<file path="config.mk">
export PLATFORM = sky130hd
export DESIGN_NAME = gx_tx_framer
export DESIGN_NICKNAME = d
export VERILOG_FILES = /design/src/rtl/gx_tx_pkg.sv /design/src/rtl/gx_tx_hold.sv /design/src/rtl/gx_tx_seq.sv /design/src/rtl/gx_tx_cgreg.sv /design/src/rtl/gx_tx_framer.sv
export SDC_FILE = /design/constraint.sdc
export NUM_CORES = 1
export LEC_CHECK = 0
export ABC_AREA = 1
export CAP_MARGIN = 15
export CORE_MARGIN = 4
export CORE_UTILIZATION = 45
export DETAILED_ROUTE_END_ITERATION = 8
export DONT_BUFFER_PORTS = 1
export HOLD_SLACK_MARGIN = 0.12
export PLACE_DENSITY = 0.69
export SLEW_MARGIN = 20
export SYNTH_ARGS = -nofsm -noshare
export SYNTH_HDL_FRONTEND = slang
export SYNTH_HIERARCHICAL = 1
export SYNTH_SLANG_ARGS = --single-unit
</file>
<file path="constraint.sdc">
create_clock -name clk -period 1.5 [get_ports clk]
set_input_delay 0.15 -clock clk [delete_from_list [all_inputs] [get_ports clk]]
set_output_delay 0.15 -clock clk [all_outputs]
set_load 0.02 [all_outputs]
</file>
<file path="src/rtl/gx_tx_pkg.sv">
`timescale 1ns/1ps
package gx_tx_pkg;
  localparam int CG_BITS = 8;

  typedef struct packed {
    logic               k;
    logic               err;
    logic [CG_BITS-1:0] val;
  } cg_t;

  localparam logic [CG_BITS-1:0] CG_COMMA     = 8'hBC;
  localparam logic [CG_BITS-1:0] CG_ODD_FIX   = 8'hC5;
  localparam logic [CG_BITS-1:0] CG_ODD_KEEP  = 8'h50;
  localparam logic [CG_BITS-1:0] CG_SOP       = 8'hFB;
  localparam logic [CG_BITS-1:0] CG_EOP       = 8'hFD;
  localparam logic [CG_BITS-1:0] CG_EXTEND    = 8'hF7;

  typedef enum logic [1:0] {SQ_IDLE, SQ_FRAME, SQ_EXT_A, SQ_EXT_B} sq_state_t;

  function automatic cg_t cg_ctrl(input logic [CG_BITS-1:0] v);
    cg_t c;
    c.k = 1'b1; c.err = 1'b0; c.val = v;
    return c;
  endfunction

  function automatic cg_t cg_data(input logic [CG_BITS-1:0] v);
    cg_t c;
    c.k = 1'b0; c.err = 1'b0; c.val = v;
    return c;
  endfunction

  function automatic cg_t cg_void();
    cg_t c;
    c.k = 1'b0; c.err = 1'b1; c.val = '0;
    return c;
  endfunction

  function automatic cg_t cg_idle_odd(input logic fix_rd);
    return cg_data(fix_rd ? CG_ODD_FIX : CG_ODD_KEEP);
  endfunction

  // One extend on an odd slot already closes the pair; on an even slot a second is needed.
  function automatic logic ext_needs_second(input logic ext_slot_even);
    return ext_slot_even;
  endfunction
endpackage

</file>
<file path="src/rtl/gx_tx_hold.sv">
`timescale 1ns/1ps
module gx_tx_hold #(
  parameter int DW = gx_tx_pkg::CG_BITS
) (
  input  logic          clk,
  input  logic          rst,
  input  logic          in_en,
  input  logic          in_er,
  input  logic [DW-1:0] in_d,
  input  logic          use_held,
  output logic          sel_en,
  output logic          sel_er,
  output logic [DW-1:0] sel_d
);
  logic          h_en, h_er;
  logic [DW-1:0] h_d;

  always_ff @(posedge clk) begin
    if (rst) begin
      h_en <= 1'b0;
      h_er <= 1'b0;
      h_d  <= '0;
    end else begin
      h_en <= in_en;
      h_er <= in_er;
      h_d  <= in_d;
    end
  end

  always_comb begin
    sel_en = use_held ? h_en : in_en;
    sel_er = use_held ? h_er : in_er;
    sel_d  = use_held ? h_d  : in_d;
  end
endmodule

</file>
<file path="src/rtl/gx_tx_seq.sv">
`timescale 1ns/1ps
module gx_tx_seq
  import gx_tx_pkg::*;
(
  input  logic               clk,
  input  logic               rst,
  input  logic               sel_en,
  input  logic               sel_er,
  input  logic [CG_BITS-1:0] sel_d,
  input  logic               live_en,
  input  logic               rd_pos,
  output cg_t                nxt_cg,
  output logic               nxt_even,
  output logic               use_held,
  output logic               sof_evt,
  output logic               lag_set_evt,
  output logic               eof_evt
);
  sq_state_t st_q, st_n;
  logic slot_even_q, lag_q, lag_n, first_q, first_n, fix_q, fix_n;

  assign nxt_even = slot_even_q;
  assign use_held = lag_q;

  always_comb begin
    st_n        = st_q;
    lag_n       = lag_q;
    first_n     = first_q;
    fix_n       = fix_q;
    nxt_cg      = cg_ctrl(CG_COMMA);
    sof_evt     = 1'b0;
    lag_set_evt = 1'b0;
    eof_evt     = 1'b0;
    unique case (st_q)
      SQ_IDLE: begin
        if (slot_even_q) begin
          if (sel_en) begin
            sof_evt = 1'b1;
            nxt_cg  = sel_er ? cg_void() : cg_ctrl(CG_SOP);
            st_n    = SQ_FRAME;
            first_n = 1'b0;
          end else begin
            nxt_cg  = cg_ctrl(CG_COMMA);
            fix_n   = first_q & rd_pos;
            first_n = 1'b0;
          end
        end else begin
          nxt_cg = cg_idle_odd(fix_q);
          if (live_en && !lag_q) begin
            lag_n       = 1'b1;
            lag_set_evt = 1'b1;
          end
        end
      end
      SQ_FRAME: begin
        if (sel_en) begin
          nxt_cg = sel_er ? cg_void() : cg_data(sel_d);
        end else begin
          nxt_cg  = cg_ctrl(CG_EOP);
          eof_evt = 1'b1;
          st_n    = SQ_EXT_A;
        end
      end
      SQ_EXT_A: begin
        nxt_cg = cg_ctrl(CG_EXTEND);
        if (ext_needs_second(slot_even_q)) begin
          st_n = SQ_EXT_B;
        end else begin
          st_n    = SQ_IDLE;
          lag_n   = 1'b0;
          first_n = 1'b1;
        end
      end
      default: begin
        nxt_cg  = cg_ctrl(CG_EXTEND);
        st_n    = SQ_IDLE;
        lag_n   = 1'b0;
        first_n = 1'b1;
      end
    endcase
  end

  always_ff @(posedge clk) begin
    if (rst) begin
      st_q        <= SQ_IDLE;
      slot_even_q <= 1'b0;
      lag_q       <= 1'b0;
      first_q     <= 1'b0;
      fix_q       <= 1'b0;
    end else begin
      st_q        <= st_n;
      slot_even_q <= ~slot_even_q;
      lag_q       <= lag_n;
      first_q     <= first_n;
      fix_q       <= fix_n;
    end
  end

  // a held start always produces the start event on the next slot
  a_r5_held_start: assert property (@(posedge clk) disable iff (rst)
    lag_set_evt |=> sof_evt);
  // an end event is never followed by another end event on the next slot
  a_r9_single_eop: assert property (@(posedge clk) disable iff (rst)
    eof_evt |=> !eof_evt && !sof_evt);
endmodule

</file>
<file path="src/rtl/gx_tx_cgreg.sv">
`timescale 1ns/1ps
module gx_tx_cgreg
  import gx_tx_pkg::*;
(
  input  logic               clk,
  input  logic               rst,
  input  cg_t                nxt_cg,
  input  logic               nxt_even,
  output logic               cg_k,
  output logic               cg_err,
  output logic [CG_BITS-1:0] cg_val,
  output logic               cg_even
);
  always_ff @(posedge clk) begin
    if (rst) begin
      cg_k    <= 1'b1;
      cg_err  <= 1'b0;
      cg_val  <= CG_COMMA;
      cg_even <= 1'b1;
    end else begin
      cg_k    <= nxt_cg.k;
      cg_err  <= nxt_cg.err;
      cg_val  <= nxt_cg.val;
      cg_even <= nxt_even;
    end
  end
endmodule

</file>
<file path="src/rtl/gx_tx_framer.sv">
`timescale 1ns/1ps
module gx_tx_framer
  import gx_tx_pkg::*;
(
  input  logic               clk,
  input  logic               rst,
  input  logic               tx_en,
  input  logic               tx_er,
  input  logic [CG_BITS-1:0] tx_d,
  input  logic               rd_pos,
  output logic               cg_k,
  output logic               cg_err,
  output logic [CG_BITS-1:0] cg_val,
  output logic               cg_even
);
  logic               s_en, s_er, held, nx_even;
  logic [CG_BITS-1:0] s_d;
  logic               sof_evt, lag_set_evt, eof_evt;
  cg_t                nx_cg;

  gx_tx_hold #(.DW(CG_BITS)) u_hold (
    .clk(clk), .rst(rst), .in_en(tx_en), .in_er(tx_er), .in_d(tx_d),
    .use_held(held), .sel_en(s_en), .sel_er(s_er), .sel_d(s_d)
  );

  gx_tx_seq u_seq (
    .clk(clk), .rst(rst), .sel_en(s_en), .sel_er(s_er), .sel_d(s_d),
    .live_en(tx_en), .rd_pos(rd_pos), .nxt_cg(nx_cg), .nxt_even(nx_even),
    .use_held(held), .sof_evt(sof_evt), .lag_set_evt(lag_set_evt), .eof_evt(eof_evt)
  );

  gx_tx_cgreg u_out (
    .clk(clk), .rst(rst), .nxt_cg(nx_cg), .nxt_even(nx_even),
    .cg_k(cg_k), .cg_err(cg_err), .cg_val(cg_val), .cg_even(cg_even)
  );

  logic is_comma, is_ext, is_eop, is_sop;
  assign is_comma = cg_k && !cg_err && cg_val == CG_COMMA;
  assign is_ext   = cg_k && !cg_err && cg_val == CG_EXTEND;
  assign is_eop   = cg_k && !cg_err && cg_val == CG_EOP;
  assign is_sop   = cg_k && !cg_err && cg_val == CG_SOP;

  a_r1_comma_even: assert property (@(posedge clk) disable iff (rst)
    is_comma |-> cg_even);
  a_r1_idle_pair: assert property (@(posedge clk) disable iff (rst)
    is_comma |=> (!cg_k && !cg_err && (cg_val == CG_ODD_FIX || cg_val == CG_ODD_KEEP)));
  a_r3_alternate: assert property (@(posedge clk) disable iff (rst)
    1'b1 |=> cg_even != $past(cg_even));
  a_r4_sop_even: assert property (@(posedge clk) disable iff (rst)
    is_sop |-> cg_even);
  a_r9_eop_then_ext: assert property (@(posedge clk) disable iff (rst)
    is_eop |=> is_ext);
  a_r9_ext_closes: assert property (@(posedge clk) disable iff (rst)
    is_ext |=> (is_ext || (is_comma && cg_even)));
  a_r9_ext_max_two: assert property (@(posedge clk) disable iff (rst)
    (is_ext && $past(is_ext)) |=> !is_ext);
endmodule

</file>
Yosys cells after proc, flatten, opt, wreduce, memory -nomap -nowiden
Cells that the tools add are included.
{"block": "totals", "regBits": 27, "inputBits": 13, "output_inout_bits": 11, "wordCells": 53}
{"block": "classes", "n_eq_ne": 8, "n_mux": 22, "bitwise_logic": 4, "n_reduce_logical": 7}
{"operator": "10-bit two-way mux", "count": 4}
{"operator": "10-bit one-hot mux with 2 select lines", "count": 1}
{"operator": "8-bit two-way mux", "count": 2}
{"operator": "9-bit two-way mux", "count": 1}
{"operator": "3-bit AND reduction", "count": 3}
{"operator": "2-bit two-way mux", "count": 4}
{"operator": "2-bit != test, second input constant", "count": 4}
{"operator": "1-bit two-way mux", "count": 7}
{"operator": "1-bit one-hot mux with 3 select lines", "count": 2}
{"operator": "2-bit one-hot mux with 3 select lines", "count": 1}
{"operator": "2-bit by 1-bit != test with 1-bit output, second input constant", "count": 2}
{"operator": "4-bit AND reduction", "count": 1}
{"operator": "1-bit NOT", "count": 3}
{"operator": "2-bit by 1-bit == test with 1-bit output, second input constant", "count": 1}
{"operator": "2-bit == test, second input constant", "count": 1}
{"operator": "2-bit logical NOT", "count": 1}
{"operator": "1-bit bitwise AND", "count": 1}
{"operator": "1-bit logical AND", "count": 1}
{"operator": "1-bit logical NOT", "count": 1}

Depth between registers and ports, before layout
Gate-level depths: netlist of the first run.
{"block": "logic_depth", "ltp_word": 5, "depth_mapped": 10, "mapped_depth_nobuf": 10}

Hierarchy
The synthesis of the first run kept the hierarchy.
{"module": "gx_tx_seq", "instances": 1, "cells_per_inst": 84, "area_each_um2": 500.5, "seq_area_each_um2": 120.1}
{"module": "gx_tx_hold", "instances": 1, "cells_per_inst": 63, "area_each_um2": 407.9, "seq_area_each_um2": 200.2}
{"module": "gx_tx_cgreg", "instances": 1, "cells_per_inst": 34, "area_each_um2": 306.5, "seq_area_each_um2": 220.2}

Worst setup path before layout of the first run
No wires, ideal clock.
{"block": "synth_path", "path_type": "register to register", "startpoint": "register u_seq.lag_q, in the netlist u_seq/use_held", "endpoint": "register u_out.cg_k", "setup_ns": 0.115, "arrival_ns": 1.167, "required_time_ns": 1.385, "slack_ns": 0.218, "path_stages_with_launch": 10, "n_path_buf": 2, "period_less_slack_ns": 1.282, "cell_sequence": "dfxtp_1 buf_6 nand2_1 nand2_1 buf_4 nand2_1 a31oi_1 nand2_1 inv_1 nand2_1"}
{"element": "start: declaration", "line": "gx_tx_seq.sv:20", "source": "logic slot_even_q, lag_q, lag_n, first_q, first_n, fix_q, fix_n;"}
{"element": "start signal: assignment", "line": "gx_tx_seq.sv:93", "source": "lag_q <= lag_n;"}
{"element": "end signal: assignment", "line": "gx_tx_cgreg.sv:21", "source": "cg_k <= nxt_cg.k;"}
{"element": "end: declaration", "line": "gx_tx_cgreg.sv:9", "source": "output logic cg_k,"}

==> summary.md, run 1 <==
| Metric | Value |
|---|---|
| WP data arrival | `between 1000 and 1500 ps` |
| Post-Syn Instances | `roughly 180` |
| Comb pwr share | `0.196` |
| Final Critical Period | `roughly 1300 ps` |
| Post-detail-place hpwl | `around 1.7 mm` |
| H-tree level count | `1` |
| Die ar. | `about 3600 sq um` |
| Setup crit start kind | `register` |
| Worst Hold Path EP | `u_out/cg_val[5]$_SDFF_PP1_` |
| Pre-CTS WS | `approximately 140 ps` |
| Reg2Reg Depth | `8` |
| Final Hold Fails | `0` |
| Clock-pin slew on the worst setup and hold paths | `130 ps` |
| Syn_nets | `191` |
| Largest net degree at the start of global routing | `22` |
| Slowest-stage cell, CP | `dfxtp_4` |
| Status | `completed` |
| Clock skew | `just over 6 ps` |
| Slew HR | `0.477` |
| Clock power frac | `0.210` |
| Vias in the first global route | `1,011` |
| Hold Path Origin | `tx_d[5]` |
| Core area | `approximately 2500 sq um` |
| R2r startpoint | `u_seq/use_held$_SDFFE_PP0P_` |
| Leading cell type in the layout, fill and taps excluded | `nand2_1` |
| Nets@finish | `210` |
| Layout area overhead | `16.4%` |
| Hold_ws | `around 190 ps` |
| Root Driver | `clkbuf_4` |
| CTS Buffer Depth | `2` |
| Maximum vdd drop | `roughly 740 uV` |
| First-pass GRT wire length | `between 4 and 5 mm` |
| Drt via density | `~4.8` |
| Die Height | `~60 microns` |
| Synth warnings | `6` |
| Pwr dens | `1010 nW/um^2` |
| P_int | `between 0.9 and 1 mW` |
| Commonest non-fill, non-tap cells in the layout | `54 x nand2_1, 35 x inv_1, 28 x nor2_1` |
| Drt drc | `0` |
| Worst-skew pair later-pin latency | `320 ps` |
| Via count | `around 1,100` |
| R2R Setup Slk | `230 ps` |
| First-pass DRT Iterations | `4` |
| Ant. Diodes | `0` |
| Unrepaired setup endpoints after global routing | `false` |
| Worst Hold Path Cells | `6` |
| WL/cell | `around 11 microns` |
| Actual slew at the worst max-slew pin | `between 700 and 800 ps` |
| Die width | `59.7 microns` |
| Critical path class | `reg -> reg` |
| Switching pwr | `around 0.42 mW` |
| # clock sinks | `27` |
| Final Cycle Share | `0.847` |
| Max frequency | `around 0.79 GHz` |
| TritonCTS Buffers | `3` |
| Max_cap viols | `0` |
| I/O pin total | `24` |
| Slew Limit Fails | `0` |
| Worst Setup Slack, final | `between 200 and 250 ps` |
| Final setup fails | `0` |
| Share of cells above drive strength 1 | `0.0918` |
| Post-route ant nets | `0` |
| GRT overflow | `0` |
| Routed WL | `2.39 mm` |
| Switching share of total power | `0.298` |
| Cell area after synthesis | `roughly 1200 sq um` |
| Crit-path max FO | `9` |
| # Post-CTS Setup Buffers | `0` |
| Total negative setup slack | `0 ps` |
| First DRT Iteration DRCs | `42` |
| Most numerous cell on the critical path | `nand2_1` |
| Syn Area/Cell | `6.76 sq um` |
| FF-to-FF End | `u_out/cg_k$_SDFF_PP1_` |
| Leakage | `0.739 nW` |
| Site Rows | `18` |
| Final Wtd Congestion | `0.827` |
| Initial antenna violation count | `0` |
| CP Data Required Time | `~1700 ps` |
| CTS tree | `done` |
| Port bufs | `0` |
| Sequential power share | `0.594` |
| CP Capture Type | `register` |
| Hold crit path type | `in -> reg` |
| Initial cell density of the core | `0.477` |
| Worst path max stage delay | `roughly 400 ps` |
| GR Util All Layers | `0.159` |
| CP Cell Sequence | `inv_2, nand2_1, nand2_1, nand2_1, a31oi_1, nand2_1, inv_1, nand2_1` |
flip-flops by register name, summed over array words and instances (netlist names):
signal / cells
u_seq/st_q: 2
u_seq/fix_q: 1
u_seq/first_q: 1
u_hold/h_en: 1
u_out/cg_k: 1
u_seq/use_held: 1
u_hold/h_er: 1
u_seq/nxt_even: 1
u_out/cg_err: 1
u_out/cg_val: 8
u_out/cg_even: 1
u_hold/h_d: 8
metal layers:
layer / track usage / part of all wire / vias up
li1: - / - / 561
met5: 0 / 0 / -
met4: 0.0380 / 0.0071 / 0
met1: 0.187 / 0.44 / 485
met2: 0.272 / 0.47 / 36
met3: 0.0626 / 0.082 / 2
power by group through the flow:
stage | Clock, mW | Combinational (mW) | Sequential, mW
5_1_grt | 0.342 | 0.323 | 0.851
4_1_cts | 0.316 | 0.276 | 0.843
2_1_floorplan | 0 | 0.205 | 0.844
6_report | 0.297 | 0.277 | 0.842
3_3_place_gp | 0 | 0.237 | 0.857
3_5_place_dp | 0 | 0.241 | 0.859
through the flow:
step	area (sq um)	std cells	total power, mW	util
floorplan	1200	178	1.05	-
global placement	1250	210	1.09	0.496
detailed placement	1250	210	1.10	0.496
CTS	1400	226	1.43	0.554
global route	1400	226	1.52	0.556
finish	1400	226	1.42	0.556
how the worst max path moves through the flow:
stage                                startpoint                    endpoint  slack [ps]  depth (start not counted)
finish              u_seq/use_held$_SDFFE_PP0P_       u_out/cg_k$_SDFF_PP1_         230                          8
global placement    u_seq/use_held$_SDFFE_PP0P_  u_out/cg_val[5]$_SDFF_PP1_         200                          7
global route        u_seq/use_held$_SDFFE_PP0P_  u_seq/st_q[1]$_SDFFE_PP0P_          40                          7
detailed placement  u_seq/use_held$_SDFFE_PP0P_    u_seq/fix_q$_SDFFE_PP0P_         140                          8
CTS                 u_seq/use_held$_SDFFE_PP0P_  u_out/cg_val[1]$_SDFF_PP0_          90                          9
floorplan           u_seq/use_held$_SDFFE_PP0P_       u_out/cg_k$_SDFF_PP1_         220                          9
worst max-delay path, delay by kind of cell (launching register included):
family,cells,cell delay [ps]
AO/OA/AOI/OAI,1,220
buffers and inverters,2,130
flip-flops,1,400
AND/OR/NAND/NOR,5,420
repair_timing:
action / CTS / global route
setup endpoints to repair: 0 / 11
resized for setup: 0 / 2
hold endpoints to repair: 27 / 0
hold buffers: 12 / 0
cell type report:
type / instances / area (sq um)
clock buffer: 4 / 26.3
fill: 263 / 1120
inverter: 37 / 139
multi-input combinational: 110 / 489
sequential: 27 / 544
tap: 30 / 37.5
timing repair buffer: 18 / 165
Note: power is estimated with default switching activity, not from simulation.
==> inputs of run 2 (changes only) <==
--- a/config.mk
+++ b/config.mk
@@ -5,14 +5,14 @@
 export SDC_FILE = /design/constraint.sdc
 export NUM_CORES = 1
 export LEC_CHECK = 0
-export ABC_AREA = 1
+export ABC_AREA = 0
 export CAP_MARGIN = 15
 export CORE_MARGIN = 4
 export CORE_UTILIZATION = 45
 export DETAILED_ROUTE_END_ITERATION = 8
 export DONT_BUFFER_PORTS = 1
 export HOLD_SLACK_MARGIN = 0.12
-export PLACE_DENSITY = 0.69
+export PLACE_DENSITY = 0.71
 export SLEW_MARGIN = 20
 export SYNTH_ARGS = -nofsm -noshare
 export SYNTH_HDL_FRONTEND = slang
==> constraint.sdc (replaced) <==
create_clock -name clk -period 1.1 [get_ports clk]
set_input_delay 0.11 -clock clk [delete_from_list [all_inputs] [get_ports clk]]
set_output_delay 0.11 -clock clk [all_outputs]
set_load 0.02 [all_outputs]
==> summary.md, run 2 <==
| Metric | Value |
|---|---|
| WL/cell | `around 16 microns` |
| H-tree level count | `1` |
| Crit-path max FO | `7` |
| Cell family with most CP delay | `multiplexers` |
| Drt drc | `0` |
| Slew Limit Fails | `0` |
| # clock sinks | `27` |
| First-pass DRT Iterations | `4` |
| Leakage | `0.661 nW` |
| Placed Area | `1350 sq um` |
| CP Data Required Time | `1320 ps` |
| Cell area after synthesis | `1230 sq um` |
| Final setup fails | `13` |
| WP data arrival | `approximately 1700 ps` |
| Worst path max stage delay | `420 ps` |
| Slew HR | `0.834` |
| Vias in the first global route | `slightly below 1,000` |
| TritonCTS Buffers | `3` |
| First DRT Iteration DRCs | `11` |
| Root Driver | `clkbuf_4` |
| Port bufs | `0` |
| Die ar. | `3630 sq um` |
| Hold crit path type | `in -> reg` |
| Hold_ws | `-167 ps` |
| Layout area overhead | `32.2%` |
| Pwr dens | `about 1200 nW/um^2` |
| Post-route ant nets | `0` |
| Worst-skew pair later-pin latency | `about 320 ps` |
| CTS Buffer Depth | `2` |
| Maximum vdd drop | `1180 uV` |
| Largest regs | `u_hold/h_d (8), u_out/cg_val (8), u_seq/st_q (2)` |
| GRT overflow | `0` |
| Final instance area | `1630 sq um` |
| Leading cell type in the layout, fill and taps excluded | `dfxtp_1` |
| Setup crit start kind | `register` |
| First-pass GRT wire length | `4.47 mm` |
| Cell Count, Final, Fillers Out | `approximately 170` |
| Final Cycle Share | `1.35` |
| Final Hold Fails | `16` |
| Worst Setup Slack, final | `-388 ps` |
| Commonest non-fill, non-tap cells in the layout | `23 x dfxtp_1, 13 x nor2b_1, 12 x buf_4` |
| Max frequency | `~0.67 GHz` |
| Initial cell density of the core | `0.483` |
| Status | `complete, but fails checks` |
| Initial antenna violation count | `0` |
| Post-detail-place hpwl | `1.84 mm` |
| I/O pin total | `24` |
| Drt via density | `about 5.2` |
| Hold-fix buffers, CTS | `11` |
| Core area | `2540 sq um` |
| Share of cells above drive strength 1 | `0.403` |
| Total negative setup slack | `-3380 ps` |
| Clock-pin slew on the worst setup and hold paths | `140 ps` |
| Critical path buffer and inverter count | `0` |
| Total Power | `between 1.5 and 2 mW` |
| Via count | `between 900 and 1,000` |
| Final Wtd Congestion | `0.849` |
| Failing checks | `hold timing, setup timing` |
| CTS tree | `done` |
| Ant. Diodes | `0` |
| Synth warnings | `6` |
| Routed WL | `between 2 and 3 mm` |
| Clock skew | `9.59 ps` |
| Die Height | `approximately 60 microns` |
| Final Critical Period | `approximately 1500 ps` |
| Nets@finish | `158` |
| Max_cap viols | `0` |
| Die width | `around 60 microns` |
| Actual slew at the worst max-slew pin | `around 250 ps` |
| CP Cell Sequence | `mux2_4, and2b_4, mux2i_1, a22oi_1, nor2b_1` |
| Critical path class | `reg -> reg` |
| Placed cells | `155` |
| Syn_nets | `between 100 and 150` |
| Unrepaired setup endpoints after global routing | `true` |
| GR Util All Layers | `0.165` |
| Slowest-stage cell, CP | `dfxtp_4` |
| CP Capture Type | `register` |
| Syn Area/Cell | `~11 sq um` |
| Site Rows | `18` |
| Post-Syn Instances | `114` |
| Largest net degree at the start of global routing | `28` |
==> run 2: worst paths after layout <==
kind                                             startpoint                    endpoint  slack [ps]  cells past startpoint
worst min register to register   u_seq/first_q$_SDFFE_PP0P_  u_seq/first_q$_SDFFE_PP0P_         480                      2
worst max-delay path            u_seq/use_held$_SDFFE_PP0P_  u_out/cg_val[0]$_SDFF_PP0_        -390                      5
worst min-delay path                                    rst  u_seq/st_q[0]$_SDFFE_PP0P_        -170                      1
worst max register to register  u_seq/use_held$_SDFFE_PP0P_  u_out/cg_val[0]$_SDFF_PP0_        -390                      5
==> run 2: final cells by class <==
type,count,area [sq um]
multi-input cells,77,682
repair buffers,32,305
fillers,222,918
clock buffers,4,26.3
inverters,4,25.0
well taps,30,37.5
flip-flops and latches,27,551
==> run 2: power breakdown <==
part	internal, mW	total, mW	switching [mW]
clock network	0.142	0.409	0.267
logic	0.272	0.470	0.198
registers	1.04	1.12	0.0762
total	1.45	1.99	0.541
==> run 2: through the flow <==
| step | worst slack [ps] | utilization |
|---|---|---|
| floorplan | -377 | - |
| global placement | -348 | 0.532 |
| detailed placement | -373 | 0.532 |
| CTS | -351 | 0.617 |
| global route | -440 | 0.639 |
| finish | -388 | 0.639 |
==> run 2: layer usage <==
layer	wire, microns	global-route usage
met1	1140	0.181
met2	1450	0.296
met3	152	0.0562
met4	22	0.0506
met5	0	0
==> run 2: worst reg2reg max path: cells and delay by family, from the launching register on <==
family	cells	cell delay [ps]
AOI/OAI and AO/OA	1	90
and+or+nand+nor	2	330
DFF	1	420
muxes	2	550
==> run 2: what timing repair did <==
action | in CTS | in global routing
hold endpoints to repair | 27 | 16
buffers inserted | 1 | 4
setup endpoints to repair | 14 | 14
pin swaps | 9 | 6
gates resized for setup | 21 | 7
